--- src/rtl/das_pkg.sv ---
`timescale 1ns/1ps
package das_pkg;

    typedef enum logic [1:0] {
        ST_LOAD   = 2'd0,
        ST_SETUP  = 2'd1,
        ST_STROBE = 2'd2,
        ST_HOLD   = 2'd3
    } das_state_e;

    localparam logic [7:0] CHAR_ZERO    = 8'h30;
    localparam logic [7:0] CHAR_NEWLINE = 8'h0A;
    localparam logic [7:0] CHAR_BAD     = 8'h3F;

endpackage

--- src/rtl/dec_bcd_counter.sv ---
`timescale 1ns/1ps
module dec_bcd_counter #(
    parameter int unsigned       NUM_DIGITS  = 10,
    parameter longint unsigned   START_VALUE = 64'd0,
    parameter longint unsigned   LIMIT_VALUE = 64'd4294967295
) (
    input  logic                         clk,
    input  logic                         rst_n,
    input  logic                         bump,
    output logic [NUM_DIGITS-1:0][3:0]   digits
);

    typedef logic [NUM_DIGITS-1:0][3:0] bcd_t;

    function automatic bcd_t to_bcd(longint unsigned value);
        bcd_t            r;
        longint unsigned t;
        t = value;
        for (int i = 0; i < NUM_DIGITS; i++) begin
            r[i] = 4'(t % 64'd10);
            t    = t / 64'd10;
        end
        return r;
    endfunction

    localparam bcd_t START_BCD = to_bcd(START_VALUE);
    localparam bcd_t LIMIT_BCD = to_bcd(LIMIT_VALUE);

    logic [NUM_DIGITS:0] carry;
    logic                at_limit;

    assign carry[0] = bump;
    assign at_limit = (digits == LIMIT_BCD);

    for (genvar i = 0; i < NUM_DIGITS; i++) begin : g_digit
        assign carry[i+1] = carry[i] && (digits[i] == 4'd9);

        always_ff @(posedge clk) begin
            if (!rst_n) begin
                digits[i] <= START_BCD[i];
            end else if (bump && at_limit) begin
                digits[i] <= 4'd0;
            end else if (carry[i]) begin
                digits[i] <= (digits[i] == 4'd9) ? 4'd0 : digits[i] + 4'd1;
            end
        end

        // a digit never leaves the decimal range
        a_r7_digit_range: assert property (@(posedge clk) disable iff (!rst_n)
            digits[i] <= 4'd9);
    end

    // the count only moves when bumped
    a_r6_hold_idle: assert property (@(posedge clk) disable iff (!rst_n)
        !bump |=> $stable(digits));

    // bumping at the limit lands on zero
    a_r8_wrap_zero: assert property (@(posedge clk) disable iff (!rst_n)
        (bump && at_limit) |=> (digits == '0));

    // a units nine rolls to zero when bumped below the limit
    a_r7_units_roll: assert property (@(posedge clk) disable iff (!rst_n)
        (bump && !at_limit && digits[0] == 4'd9) |=> (digits[0] == 4'd0));

endmodule

--- src/rtl/dec_byte_mux.sv ---
`timescale 1ns/1ps
module dec_byte_mux
    import das_pkg::*;
#(
    parameter int unsigned NUM_DIGITS = 10,
    parameter int unsigned IDX_W      = $clog2(NUM_DIGITS + 1)
) (
    input  logic [NUM_DIGITS-1:0][3:0] snap,
    input  logic [IDX_W-1:0]           byte_idx,
    output logic [7:0]                 out_byte
);

    logic [7:0] glyph [10];
    logic [3:0] sel_digit;

    for (genvar g = 0; g < 10; g++) begin : g_glyph
        assign glyph[g] = CHAR_ZERO + 8'(g);
    end

    always_comb begin
        sel_digit = 4'd0;
        for (int k = 0; k < NUM_DIGITS; k++) begin
            if (int'(byte_idx) == NUM_DIGITS - 1 - k) begin
                sel_digit = snap[k];
            end
        end
    end

    always_comb begin
        if (int'(byte_idx) >= NUM_DIGITS) begin
            out_byte = CHAR_NEWLINE;
        end else if (sel_digit <= 4'd9) begin
            out_byte = glyph[sel_digit];
        end else begin
            out_byte = CHAR_BAD;
        end
    end

endmodule

--- src/rtl/dec_frame_fsm.sv ---
`timescale 1ns/1ps
module dec_frame_fsm
    import das_pkg::*;
#(
    parameter int unsigned NUM_DIGITS = 10,
    parameter int unsigned IDX_W      = $clog2(NUM_DIGITS + 1)
) (
    input  logic             clk,
    input  logic             rst_n,
    input  logic             tx_ready_n,
    output logic             wr_strobe,
    output logic             snap_load,
    output logic             frame_done,
    output logic [IDX_W-1:0] byte_idx
);

    localparam logic [IDX_W-1:0] LAST_IDX = IDX_W'(NUM_DIGITS);

    das_state_e state, next_state;
    logic       last_byte;

    assign last_byte = (byte_idx == LAST_IDX);

    always_ff @(posedge clk) begin
        if (!rst_n) begin
            state <= ST_LOAD;
        end else begin
            state <= next_state;
        end
    end

    always_comb begin
        next_state = state;
        unique case (state)
            ST_LOAD:   next_state = ST_SETUP;
            ST_SETUP:  next_state = tx_ready_n ? ST_SETUP : ST_STROBE;
            ST_STROBE: next_state = ST_HOLD;
            ST_HOLD:   next_state = last_byte ? ST_LOAD : ST_SETUP;
            default:   next_state = ST_LOAD;
        endcase
    end

    always_ff @(posedge clk) begin
        if (!rst_n) begin
            byte_idx <= '0;
        end else if (state == ST_LOAD) begin
            byte_idx <= '0;
        end else if (state == ST_HOLD && !last_byte) begin
            byte_idx <= byte_idx + IDX_W'(1);
        end
    end

    always_comb begin
        wr_strobe  = (state == ST_STROBE);
        snap_load  = (state == ST_LOAD);
        frame_done = (state == ST_HOLD) && last_byte;
    end

    // a write needs ready sampled low on the edge before it
    a_r4_ready_gate: assert property (@(posedge clk) disable iff (!rst_n)
        wr_strobe |-> $past(!tx_ready_n));

    // the strobe is a single clock wide
    a_r5_single_pulse: assert property (@(posedge clk) disable iff (!rst_n)
        wr_strobe |=> !wr_strobe);

    // the index never passes the line-feed slot
    a_r2_idx_bound: assert property (@(posedge clk) disable iff (!rst_n)
        byte_idx <= LAST_IDX);

    // a line closes only after eleven positions, then restarts at zero
    a_r2_restart: assert property (@(posedge clk) disable iff (!rst_n)
        frame_done |=> (snap_load && byte_idx == LAST_IDX));

endmodule

--- src/rtl/dec_ascii_streamer.sv ---
`timescale 1ns/1ps
module dec_ascii_streamer #(
    parameter int unsigned     NUM_DIGITS  = 10,
    parameter longint unsigned START_VALUE = 64'd0,
    parameter longint unsigned LIMIT_VALUE = 64'd4294967295
) (
    input  logic       clk,
    input  logic       rst_n,
    input  logic       tx_ready_n,
    output logic       wr_strobe,
    output logic [7:0] tx_byte
);

    localparam int unsigned IDX_W = $clog2(NUM_DIGITS + 1);

    logic [NUM_DIGITS-1:0][3:0] count_digits;
    logic [NUM_DIGITS-1:0][3:0] snap_digits;
    logic [IDX_W-1:0]           byte_idx;
    logic                       snap_load;
    logic                       frame_done;

    dec_bcd_counter #(
        .NUM_DIGITS  (NUM_DIGITS),
        .START_VALUE (START_VALUE),
        .LIMIT_VALUE (LIMIT_VALUE)
    ) u_counter (
        .clk    (clk),
        .rst_n  (rst_n),
        .bump   (frame_done),
        .digits (count_digits)
    );

    dec_frame_fsm #(
        .NUM_DIGITS (NUM_DIGITS),
        .IDX_W      (IDX_W)
    ) u_fsm (
        .clk        (clk),
        .rst_n      (rst_n),
        .tx_ready_n (tx_ready_n),
        .wr_strobe  (wr_strobe),
        .snap_load  (snap_load),
        .frame_done (frame_done),
        .byte_idx   (byte_idx)
    );

    always_ff @(posedge clk) begin
        if (!rst_n) begin
            snap_digits <= '0;
        end else if (snap_load) begin
            snap_digits <= count_digits;
        end
    end

    dec_byte_mux #(
        .NUM_DIGITS (NUM_DIGITS),
        .IDX_W      (IDX_W)
    ) u_mux (
        .snap     (snap_digits),
        .byte_idx (byte_idx),
        .out_byte (tx_byte)
    );

    // data already steady in the cycle before the strobe
    a_r5_data_before: assert property (@(posedge clk) disable iff (!rst_n)
        wr_strobe |-> $stable(tx_byte));

    // data still steady in the cycle after the strobe
    a_r5_data_after: assert property (@(posedge clk) disable iff (!rst_n)
        $fell(wr_strobe) |-> $stable(tx_byte));

    // digit slots always carry a decimal character
    a_r3_digit_char: assert property (@(posedge clk) disable iff (!rst_n)
        (wr_strobe && int'(byte_idx) < NUM_DIGITS) |->
            (tx_byte >= 8'h30 && tx_byte <= 8'h39));

    // no write while in reset
    a_r1_quiet_reset: assert property (@(posedge clk)
        !rst_n |-> !wr_strobe);

endmodule

--- config.mk ---
export PLATFORM = sky130hd
export DESIGN_NAME = dec_ascii_streamer
export DESIGN_NICKNAME = d
export VERILOG_FILES = /design/src/rtl/das_pkg.sv /design/src/rtl/dec_bcd_counter.sv /design/src/rtl/dec_byte_mux.sv /design/src/rtl/dec_frame_fsm.sv /design/src/rtl/dec_ascii_streamer.sv
export SDC_FILE = /design/constraint.sdc
export NUM_CORES = 1
export LEC_CHECK = 0
export BUFFER_PORTS_ARGS = -buffer_cell sky130_fd_sc_hd__buf_2
export CELL_PAD_IN_SITES_DETAIL_PLACEMENT = 1
export CELL_PAD_IN_SITES_GLOBAL_PLACEMENT = 1
export CORE_MARGIN = 5
export CORE_UTILIZATION = 52
export CTS_CLUSTER_SIZE = 12
export DETAILED_ROUTE_END_ITERATION = 6
export GPL_ROUTABILITY_DRIVEN = 0
export HOLD_SLACK_MARGIN = 0.08
export MAX_ROUTING_LAYER = met4
export PLACE_DENSITY_LB_ADDON = 0.1
export SLEW_MARGIN = 20
export SYNTH_ARGS = -nofsm -noshare
export SYNTH_HDL_FRONTEND = slang
export SYNTH_HIERARCHICAL = 1
export SYNTH_SLANG_ARGS = --single-unit
--- constraint.sdc ---
create_clock -name clk -period 6.5 [get_ports clk]
set_input_delay 0 -clock clk [delete_from_list [all_inputs] [get_ports clk]]
set_output_delay 0 -clock clk [all_outputs]
set_load 0.1 [all_outputs]
* Word-level counts from Yosys, hierarchy flattened
Memories as Yosys holds them, arrays and structs flattened. Index checks and enable logic that the tools add are counted. Widths: inputs -> output; s select.
Cells by class: add/subtract/negate cells 11, $lt $le $gt $ge 3, equality and inequality tests 24, muxes and demuxes 27, bitwise gates (word level) 2, reduce and logical (&&, ||, !) cells 17
Operator list (count):
- $mux 4 | 20
- $eq 4x4->1 const B | 13
- $add 4x1->4 const B | 11
- $eq 40x39->1 const B | 1
- $mux 8 | 4
- $eq 4x3->1 const B | 4
- $logic_and 1x1->1 | 12
- $eq 4x2->1 const B | 2
- $pmux 2 s4 | 1
- $ge 5x5->1 const B | 1
- $not 4->5 | 1
- $eq 2x2->1 const B | 2
- $eq 4x1->1 const B | 1
- $ge 4x4->1 const B | 1
- $le 4x4->1 const B | 1
- $logic_not 4->1 | 1
- $reduce_or 2->1 | 2
- $eq 2x1->1 const B | 1
- $logic_not 2->1 | 1
- $mux 2 | 1
- $logic_not 1->1 | 1
- $mux 1 | 1
- $not 1->1 | 1
Storage, ports and cells: flip-flop bits (word level) 86, bits in read-only memories 128, output and inout bits 9, word-level logic and storage cells 107, memories kept 1
Memories:
- (no name shown) | depth 16, bits a word 8, read ports 1, clocked after memory_dff 0, write ports 0, RTL line dec_byte_mux.sv:33 | out_byte = glyph[sel_digit];

* Depth between registers and ports, before layout
depth in word-level cells 17, depth in mapped cells 10

* Modules after synthesis
Netlist, hierarchy kept.
Modules (own cells, without submodules):
- dec_bcd_counter | instances 1, cells an instance 258, area each 2137.0 um^2, sequential area each 800.8 um^2
- dec_ascii_streamer | instances 1, cells an instance 129, area each 1557.7 um^2, sequential area each 800.8 um^2
- dec_byte_mux | instances 1, cells an instance 77, area each 573.0 um^2, sequential area each 0.0 um^2
- dec_frame_fsm | instances 1, cells an instance 41, area each 331.6 um^2, sequential area each 120.1 um^2

* Worst setup path before layout
OpenSTA, ideal clock, no wires.
path kind register to output, start register u_fsm.byte_idx[1], end output tx_byte[3], arrival time 4426 ps, slack 2074 ps, stages on the path, launching flop included 5, path through dfxtp_1 > buf_2 > buf_2 > o21ai_0 > nand2_1
On the way: word-level cells in the longest chain between the ends 17, elaborated cells between the ends (all ways) 28, those cells by class order compare: 2; eq/ne: 9; mux: 14; bitwise: 1; reduce/logical: 1; memory: 1
RTL lines:
- start, declared | RTL line dec_frame_fsm.sv:14 | output logic [IDX_W-1:0] byte_idx
- start signal, assigned | RTL line dec_frame_fsm.sv:49 | byte_idx <= byte_idx + IDX_W'(1);
- $eq 4x4->1 | RTL line dec_byte_mux.sv:23 | if (int'(byte_idx) == NUM_DIGITS - 1 - k) begin
- $mux 4 (10 in a row) | RTL line dec_byte_mux.sv:23
- $not 4->5 (not written as such) | RTL line dec_byte_mux.sv:33
- $mem_v2 16x8
- $mux 8 (not written as such) (2 in a row) | RTL line dec_byte_mux.sv:33
- $mux 8 | RTL line dec_byte_mux.sv:32 | end else if (sel_digit <= 4'd9) begin
- $mux 8 (*) | RTL line dec_byte_mux.sv:30 | if (int'(byte_idx) >= NUM_DIGITS) begin
- end, declared | RTL line dec_ascii_streamer.sv:11 | output logic [7:0] tx_byte
Every way passes the cells marked *; elsewhere a longest branch is shown, timed or not. The select of a mux whose other input is x is not followed.

* Worst setup path in the final report
start register u_fsm.byte_idx[1], end register u_counter/digits[31] (netlist bit)
On the way: word-level cells in the longest chain between the ends 9, elaborated cells between the ends (all ways) 11, those cells by class eq/ne: 1; reduce/logical: 10
RTL lines:
- $eq 4x4->1 (*) | RTL line dec_frame_fsm.sv:22 | assign last_byte = (byte_idx == LAST_IDX);
- $logic_and 1x1->1 (*) | RTL line dec_frame_fsm.sv:56 | frame_done = (state == ST_HOLD) && last_byte;
- via frame_done | RTL line dec_ascii_streamer.sv:20 | logic frame_done;
- $logic_and 1x1->1 (7 in a row) | RTL line dec_bcd_counter.sv:36 | assign carry[i+1] = carry[i] && (digits[i] == 4'd9);
- end signal, assigned by index | RTL line dec_bcd_counter.sv:40 | digits[i] <= START_BCD[i];
- end signal, assigned by index | RTL line dec_bcd_counter.sv:44 | digits[i] <= (digits[i] == 4'd9) ? 4'd0 : digits[i] + 4'd1;
- end, declared | RTL line dec_bcd_counter.sv:10 | output logic [NUM_DIGITS-1:0][3:0] digits
The timed path passes the listed nets; every way through them passes the cells marked *. A chain may end at the register's enable or synchronous reset.

==> metrics.csv <==
stage,metric,value,unit
run_status,outcome,completed,
timing,worstMarginPinSlew,796,ps
clock_tree,cts.root.buffer_cell,clkbuf_8,
die,design.core.area,0.00868,mm2
worst_setup_path,startpoint_type,flip-flop,
timing,finalSetupTns,0,ps
worst_setup_path,cp.required,6800,ps
layout,nets,502,
power,max-vdd-ir-drop,0.0757,mV
timing,timing.final.crit_share,54.1,%
logic_synthesis,syn_inst,505,
detailed_routing,route.vias.total,3653,
timing,fin_ws,2980,ps
clock_tree,clk_latency,360,ps
layout,area_delta_synth_final,4.16,%
timing,finalHoldViolations,0,
timing,slew_headroom,46.9,%
clock_tree,cts_inserted_buffers,9,
die,start_util,53.0,%
layout,drive_gt1_share,8.76,%
hold_path,hold_path.class,primary input to flip-flop,
global_routing,grt_pass1_wl,19.0,mm
clock_tree,cts-htree-levels,3,
detailed_routing,dr.pass1.iters,4,
place,port_buffers,9,
timing,skew,10.8,ps
clock_tree,clkSlewWorstSetupHoldPaths,90,ps
layout,mostFrequentLayoutCell,dfxtp_1,
power,p_leak,0.00173,uW
logic_synthesis,syn_avg_cell_area,9.11,um2
global_routing,grt_pass1_vias,3731,
global_routing,gr-total-overflow,0,
worst_setup_path,endpoint_kind,flip-flop,
detailed_routing,viasPerCell,5.99,
logic_synthesis,ys_ff_latch,86,
die,die_h,104,um
layout,diodes,0,
timing,finalSetupViolations,0,
detailed_routing,drt_iter0_drc,196,
detailed_routing,drtAntennaViolNets,0,
place,dp_hpwl,7.90,mm
clock_tree,cts_tree,built,
worst_setup_path,cp.arrival,3820,ps
logic_synthesis,yosysUniqueCellTypes,66,
global_routing,grtUsageTotal,21.9,%
clock_tree,postCtsSetupBuffers,0,
timing,grt_setup_unrepaired,no,
flow_run,drv_cap,0,
clock_tree,cts_sinks,86,
global_routing,grt_max_degree,43,
die,dieArea,0.0108,mm2
worst_setup_path,crit_path_max_fanout,23,
detailed_routing,drcViolationCount,0,
die,io_pins,12,
clock_tree,cts_resized,0,
global_routing,grt_antenna_before_repair,0,
die,die_w,104,um
logic_synthesis,synthFlopType,dfxtp_1,
timing,slew_violations,0,
layout,most-common-layout-cells,"dfxtp_1 (86), nor2b_1 (64), mux2i_1 (49)",
detailed_routing,routed_wl,11.4,mm
timing,fmax,284,MHz
logic_synthesis,synth_edf_count,0,
logic_synthesis,ys_warn_count,6,
clock_tree,clockBufferDepth,2,
detailed_routing,wl_per_cell,18.6,um
power,pwr_density_cell,203,mW/mm2
worst_setup_path,setup.worst_path.class,flip-flop to flip-flop,
logic_synthesis,syn_area,0.00460,mm2
logic_synthesis,ys_seq_area_share,37.4,%
die,num_rows,34,
place,dp_slack,2980,ps
logic_synthesis,async_reset_ff_share,0,%
timing,fin_crit,3520,ps
[synthesized netlist by cell type, types with 7 or more instances]
cell type / instances / area (um2)
a21oi_1: 22 / 110
a31oi_1: 7 / 43.8
buf_2: 8 / 40.0
buf_4: 8 / 60.1
clkbuf_1: 11 / 41.3
dfxtp_1: 86 / 1720
inv_1: 11 / 41.3
mux2i_1: 49 / 490
nand2_1: 22 / 82.6
nand3_1: 20 / 100
nand4_1: 8 / 50.1
nor2_1: 36 / 135
nor2b_1: 64 / 400
nor3_1: 8 / 40.0
nor4_1: 11 / 68.8
o21ai_0: 17 / 85.1
xnor2_1: 9 / 78.8
xor2_1: 10 / 87.6
[routing by layer]
| layer | track usage [%] | wire, um | share of wire (%) | vias to the layer above |
|---|---|---|---|---|
| li1 | - | - | - | 1775 |
| met1 | 29.1 | 5510 | 49 | 1801 |
| met2 | 34.2 | 5250 | 46 | 63 |
| met3 | 3.85 | 422 | 3.7 | 14 |
| met4 | 6.38 | 164 | 1.4 | 0 |
| met5 | - | 0 | 0 | - |
[where the power goes]
group	leakage, uW	switching [uW]	internal [uW]
Sequential	0.000693	2.85	527
Clock	0.0000955	201	188
Combinational	0.000945	32.5	18.7
[through the flow]
step                power (uW)  utilization [%]  instance area (um2)  hold WS, ps  instances
floorplan                  596                -                 4600          182        506
global placement           593             52.8                 4580          351        593
detailed placement         594             52.8                 4580          366        593
CTS                        981             55.2                 4790          231        610
global route              1010             55.2                 4790          274        610
finish                     971             55.2                 4790          232        610
[path summary, 6_finish.rpt]
check | endpoint | slack (ps) | depth (start not counted) | from
max | u_counter/digits[31] | 2980 | 8 | u_fsm/byte_idx[1]
min | snap_digits[6] | 230 | 2 | rst_n
max reg2reg | u_counter/digits[31] | 2980 | 8 | u_fsm/byte_idx[1]
min reg2reg | u_counter/digits[15] | 520 | 2 | u_counter/digits[15]
[critical path, cell delays in order, from the launching register on]
cell,delay [ps]
dfxtp_1,850
ha_1,280
and3b_4,220
and3_1,290
and4b_1,330
nand4_4,300
or3_1,560
or4_1,490
a21oi_1,130
[sequential cells by signal (all words and copies together), names as in the netlist, named ones only]
register	count
u_counter/digits	40
u_fsm/state	1
u_fsm/byte_idx	4
snap_digits	40
[layout make-up]
class | count | area [um2]
sequential | 86 | 1720
clock inverter | 5 | 58.8
timing repair buffer | 13 | 77.6
multi-input combinational | 376 | 2620
clock buffer | 11 | 141
inverter | 11 | 41.3
tap | 108 | 135
fill | 1038 | 3890
[cells by family (layout without fill, tap and decap cells)]
group,count (synthesis),count (layout),synth area share [%]
mux,58,58,13.3
other cells,1,2,0.0815
simple gates,223,223,28.8
flops,86,86,37.4
compound gates,72,72,10.1
fa+ha+maj,2,2,0.544
xor+xnor,19,19,3.62
buf+inv,44,40,6.20
[what timing repair did]
action | in CTS | in global routing
setup endpoints to repair | 0 | 0
endpoints found under the hold margin | 2 | 0
hold buffers | 1 | 0
Note: power is estimated with default switching activity, not from simulation.
